===== src/rtl/bcd_cnt_pkg.sv =====
package bcd_cnt_pkg;
   // Action applied to the count on the next rising edge
   typedef enum logic [1:0] {
      OP_HOLD = 2'd0,
      OP_INC  = 2'd1,
      OP_LOAD = 2'd2,
      OP_CLR  = 2'd3
   } cnt_op_e;
endpackage


===== src/rtl/bcd_cnt_mode.sv =====
module bcd_cnt_mode
   import bcd_cnt_pkg::*;
(
   input  logic    sclr,
   input  logic    load_n,
   input  logic    en_par,
   input  logic    en_trk,
   output cnt_op_e op
);
   // fixed precedence: clear, load, count, hold
   always_comb begin
      if (sclr)                  op = OP_CLR;
      else if (!load_n)          op = OP_LOAD;
      else if (en_par && en_trk) op = OP_INC;
      else                       op = OP_HOLD;
   end
endmodule


===== src/rtl/bcd_cnt_next.sv =====
module bcd_cnt_next
   import bcd_cnt_pkg::*;
#(
   parameter int DIGIT_W  = 4,
   parameter int LAST_VAL = 9
) (
   input  cnt_op_e              op,
   input  logic [DIGIT_W-1:0]   cur,
   input  logic [DIGIT_W-1:0]   din,
   output logic [DIGIT_W-1:0]   nxt
);
   localparam logic [DIGIT_W-1:0] LAST = DIGIT_W'(LAST_VAL);

   logic [DIGIT_W-1:0] step;

   // any state at or above the terminal value re-enters at zero
   assign step = (cur >= LAST) ? '0 : cur + DIGIT_W'(1);

   always_comb begin
      unique case (op)
         OP_CLR:  nxt = '0;
         OP_LOAD: nxt = din;
         OP_INC:  nxt = step;
         default: nxt = cur;
      endcase
   end
endmodule


===== src/rtl/bcd_cnt_reg.sv =====
module bcd_cnt_reg #(
   parameter int DIGIT_W = 4
) (
   input  logic               clk,
   input  logic               arst_n,
   input  logic [DIGIT_W-1:0] d,
   output logic [DIGIT_W-1:0] q
);
   always_ff @(posedge clk or negedge arst_n) begin
      if (!arst_n) q <= '0;
      else         q <= d;
   end
endmodule


===== src/rtl/bcd_cnt_tc.sv =====
module bcd_cnt_tc #(
   parameter int DIGIT_W  = 4,
   parameter int LAST_VAL = 9
) (
   input  logic [DIGIT_W-1:0] cur,
   input  logic               en_trk,
   output logic               tc
);
   localparam logic [DIGIT_W-1:0] LAST = DIGIT_W'(LAST_VAL);

   // full decode: high only in the terminal state
   assign tc = en_trk & (cur == LAST);
endmodule


===== src/rtl/bcd_decade_cnt.sv =====
module bcd_decade_cnt
   import bcd_cnt_pkg::*;
#(
   parameter int DIGIT_W   = 4,
   parameter int LAST_VAL  = 9,
   parameter bit ASYNC_RST = 1'b1
) (
   input  logic               clk,
   input  logic               rst_n,
   input  logic               load_n,
   input  logic [DIGIT_W-1:0] din,
   input  logic               en_par,
   input  logic               en_trk,
   output logic [DIGIT_W-1:0] cnt,
   output logic               tc
);
   // elaboration-time parameter checks
   if (DIGIT_W < 1) begin : g_bad_width
      $error("bcd_decade_cnt: DIGIT_W must be at least 1");
   end
   if (LAST_VAL < 1 || LAST_VAL >= (1 << DIGIT_W)) begin : g_bad_last
      $error("bcd_decade_cnt: LAST_VAL must fit in DIGIT_W bits and be nonzero");
   end

   logic               arst_n;
   logic               sclr;
   cnt_op_e            op;
   logic [DIGIT_W-1:0] nxt;

   // reset variant: route rst_n to the flop clear or to the next-state path
   if (ASYNC_RST) begin : g_arst
      assign arst_n = rst_n;
      assign sclr   = 1'b0;
   end else begin : g_srst
      assign arst_n = 1'b1;
      assign sclr   = ~rst_n;
   end

   bcd_cnt_mode u_mode (
      .sclr   (sclr),
      .load_n (load_n),
      .en_par (en_par),
      .en_trk (en_trk),
      .op     (op)
   );

   bcd_cnt_next #(.DIGIT_W(DIGIT_W), .LAST_VAL(LAST_VAL)) u_next (
      .op  (op),
      .cur (cnt),
      .din (din),
      .nxt (nxt)
   );

   bcd_cnt_reg #(.DIGIT_W(DIGIT_W)) u_reg (
      .clk    (clk),
      .arst_n (arst_n),
      .d      (nxt),
      .q      (cnt)
   );

   bcd_cnt_tc #(.DIGIT_W(DIGIT_W), .LAST_VAL(LAST_VAL)) u_tc (
      .cur    (cnt),
      .en_trk (en_trk),
      .tc     (tc)
   );
endmodule


===== config.mk =====
export PLATFORM = sky130hd
export DESIGN_NAME = bcd_decade_cnt
export DESIGN_NICKNAME = d
export VERILOG_FILES = /design/src/rtl/bcd_cnt_pkg.sv /design/src/rtl/bcd_cnt_mode.sv /design/src/rtl/bcd_cnt_next.sv /design/src/rtl/bcd_cnt_reg.sv /design/src/rtl/bcd_cnt_tc.sv /design/src/rtl/bcd_decade_cnt.sv
export SDC_FILE = /design/constraint.sdc
export NUM_CORES = 1
export LEC_CHECK = 0
export ABC_AREA = 1
export CORE_AREA = 2 2 39 41
export DETAILED_ROUTE_END_ITERATION = 10
export DIE_AREA = 0 0 41 43
export PLACE_DENSITY = 0.62
export SLEW_MARGIN = 20
export SYNTH_ARGS = -nofsm -noshare
export SYNTH_HDL_FRONTEND = slang
export SYNTH_SLANG_ARGS = --single-unit

===== constraint.sdc =====
create_clock -name clk -period 1.3 [get_ports clk]
set_input_delay 0.39 -clock clk [delete_from_list [all_inputs] [get_ports clk]]
set_output_delay 0.39 -clock clk [all_outputs]
set_load 0.02 [all_outputs]

==> qor.yml <==
worst_setup_path:
  crit_family: "flip-flops"
  path_depth: 5
  cp_max_fo: 2
  crit_chain: "inv_2 > ha_4 > nand2_4 > nor3_4 > buf_6"
  max_stage_delay_ns: 0.40
  required_ns: 0.91
  crit_buf_inv: 2
  critPathArrivalTime_ns: 1.13
  cp-startpoint: "u_reg.q[1]"
  worstSetupStartpointType: "register"
  reg2reg_depth: 6
  crit_type: "register to output port"
  crit_path_end_kind: "output port"
  crit_slowest_cell: "dfrtp_2"
  r2r-start: "u_reg.q[0]"
cells_and_area:
  mostFrequentLayoutCells: "nand2_1 (20), clkdlybuf4s50_1 (7), buf_4 (7), buf_6 (7), inv_1 (5)"
  largest_reg_flops: 4
  layout_commonest_cell: "nand2_1"
  multi_input_area_um2: 225.2
  top_register: "u_reg.q"
  syn_to_final_growth_pct: 89.88
  nets: 87
  fin_area_um2: 610.6
  num_antenna_cells: 0
  regArea_um2: 102.6
  drive_above_1_share: 0.4110
  largestRegisters: "u_reg.q x4"
  fillerInstances: 145
detailed_routing:
  drtIter0Drc: 3
  drc_errors: 0
  ant_nets: 0
  vias_per_cell: 4.135
  firstDrtPassIters: 4
  via_count: 368
  routedWlPerCell_um: 9.315
  totalWireLength_um: 829
die:
  io_pins: 14
  dieArea_um2: 1763
  initial_core_util: 0.2324
  core_um2: 1384
  rows: 14
  die_h_um: 43
  die_w_um: 41
timing:
  fin_ws_ns: -0.2247
  finalCritPeriodShare: 1.173
  worst_pin_slew_ns: 0.1843
  setup_viol: 3
  max_freq_mhz: 655.9
  rsz0062_at_grt: "yes"
  fin_skew_ns: 0.002890
  slew_violations: 0
  fin_crit_ns: 1.525
  slew_headroom: 0.8771
  holdWs_ns: 0.3487
  hold_viol_final: 0
  fin_tns_setup_ns: -0.3860
grt:
  antenna_found_initial: 0
  first_global_vias: 372
  grt_max_degree: 7
  globalRoute.totalOverflow: 0
  grt_pass1_wl_um: 1435
  grt.total_usage: 0.1232
outcome:
  violations: "negative setup slack"
  status: "finished with violations"
power_and_ir_drop:
  power_uw: 548.6
  power_density_nw_per_um2: 898.5
  pwr-share-seq: 0.280
  p_leak_nw: 0.3184
  power.switching_uw: 182.0
  p_int_uw: 366.6
  sw_frac_of_total: 0.3318
  vdd_drop_max_mv: 0.4151
  p_clk_frac: 0.288
  p_comb_frac: 0.432
yosys:
  ys_ff_latch: 4
  syn_nets: 60
  syn_avg_cell_area_um2: 6.699
  syn_inst: 48
  syn_area_um2: 321.6
  synth-seq-area-share: 0.3113
  ys_warn_count: 0
  synth_cell_type_count: 14
clock_tree:
  cts_buffers: 3
  cts-hold-fix-buffers: 0
  clockBufferDepth: 2
  clock_sinks: 4
  cts-root-buf: "clkbuf_4"
  cts_max_level: 1
  clock_latency_ns: 0.24
  clk_pin_slew_ns: 0.04
  tritoncts: "done"
place:
  portBuffers: 13
  dpl.hpwl_um: 639
  place.gp.congestion: 0.7986
  place_area_um2: 550.5
worst_hold_path:
  hold_path.class: "input port to async pin"
flow_run:
  maxCapViolations: 0
[cell families after synthesis]
kind of cell	Yosys count	synth area share
AO/OA/AOI/OAI	1	0.02724
XOR/XNOR	1	0.02724
adder cells (fa/ha/maj)	3	0.1167
buffers and inverters	8	0.09339
flip-flops	4	0.3113
AND/OR/NAND/NOR	31	0.4242
[Yosys cell counts]
library cell,number,share of area
inv_1,7,0.082
nor2_2,1,0.019
nand2_1,21,0.25
nor2_1,1,0.012
nand3_2,1,0.031
nor3_1,1,0.016
dfrtp_1,4,0.31
xor2_1,1,0.027
inv_2,1,0.012
nand3_1,4,0.062
a21oi_2,1,0.027
nand2_2,1,0.019
ha_1,3,0.12
nand4_1,1,0.019
[metrics by stage]
stage          cells  utilization  setup slack (ns)
3_3_place_gp      83       0.3978           -0.8419
5_1_grt           89       0.4412           -0.2825
6_report          89       0.4412           -0.2247
3_5_place_dp      83       0.3978           -0.8433
4_1_cts           88       0.4259           -0.2494
2_1_floorplan     48            -          -0.07178
[cell type report]
cell class	count	area share
multi-input cells	36	0.3689
repair buffers	22	0.3443
flip-flops and latches	4	0.1680
inverters	8	0.04918
clock buffers	3	0.03689
well taps	16	0.03279
[final timing paths]
kind	end	slack, ns
worst max-delay path	tc	-0.22
worst min register to register	u_reg.q[3]	0.71
max in group asynchronous	u_reg.q[1]	0.77
min in group clk	u_reg.q[3]	0.71
worst max register to register	u_reg.q[2]	0.02
worst min-delay path	u_reg.q[2]	0.35
[metal layers]
metal  share of wire  vias up  global-route usage
met2            0.59        8              0.2000
met3           0.024        2             0.01571
met4           0.017        0             0.08000
met5               0        -                   0
li1                -      200                   -
met1            0.37      158              0.1410
[power by group through the flow]
stage	Sequential, mW	Combinational (mW)	Clock, mW
2_1_floorplan	0.183	0.0770	0
3_3_place_gp	0.153	0.211	0
6_report	0.154	0.237	0.158
4_1_cts	0.153	0.226	0.159
3_5_place_dp	0.154	0.213	0
5_1_grt	0.156	0.262	0.166
[what timing repair did]
action | 4_1_cts | 5_1_grt
pin swaps | 2 | 2
setup endpoints to repair | 7 | 5
setup buffers | 2 | 1
resized for setup | 30 | 5
No activity file was read; power rests on OpenSTA's default activity.
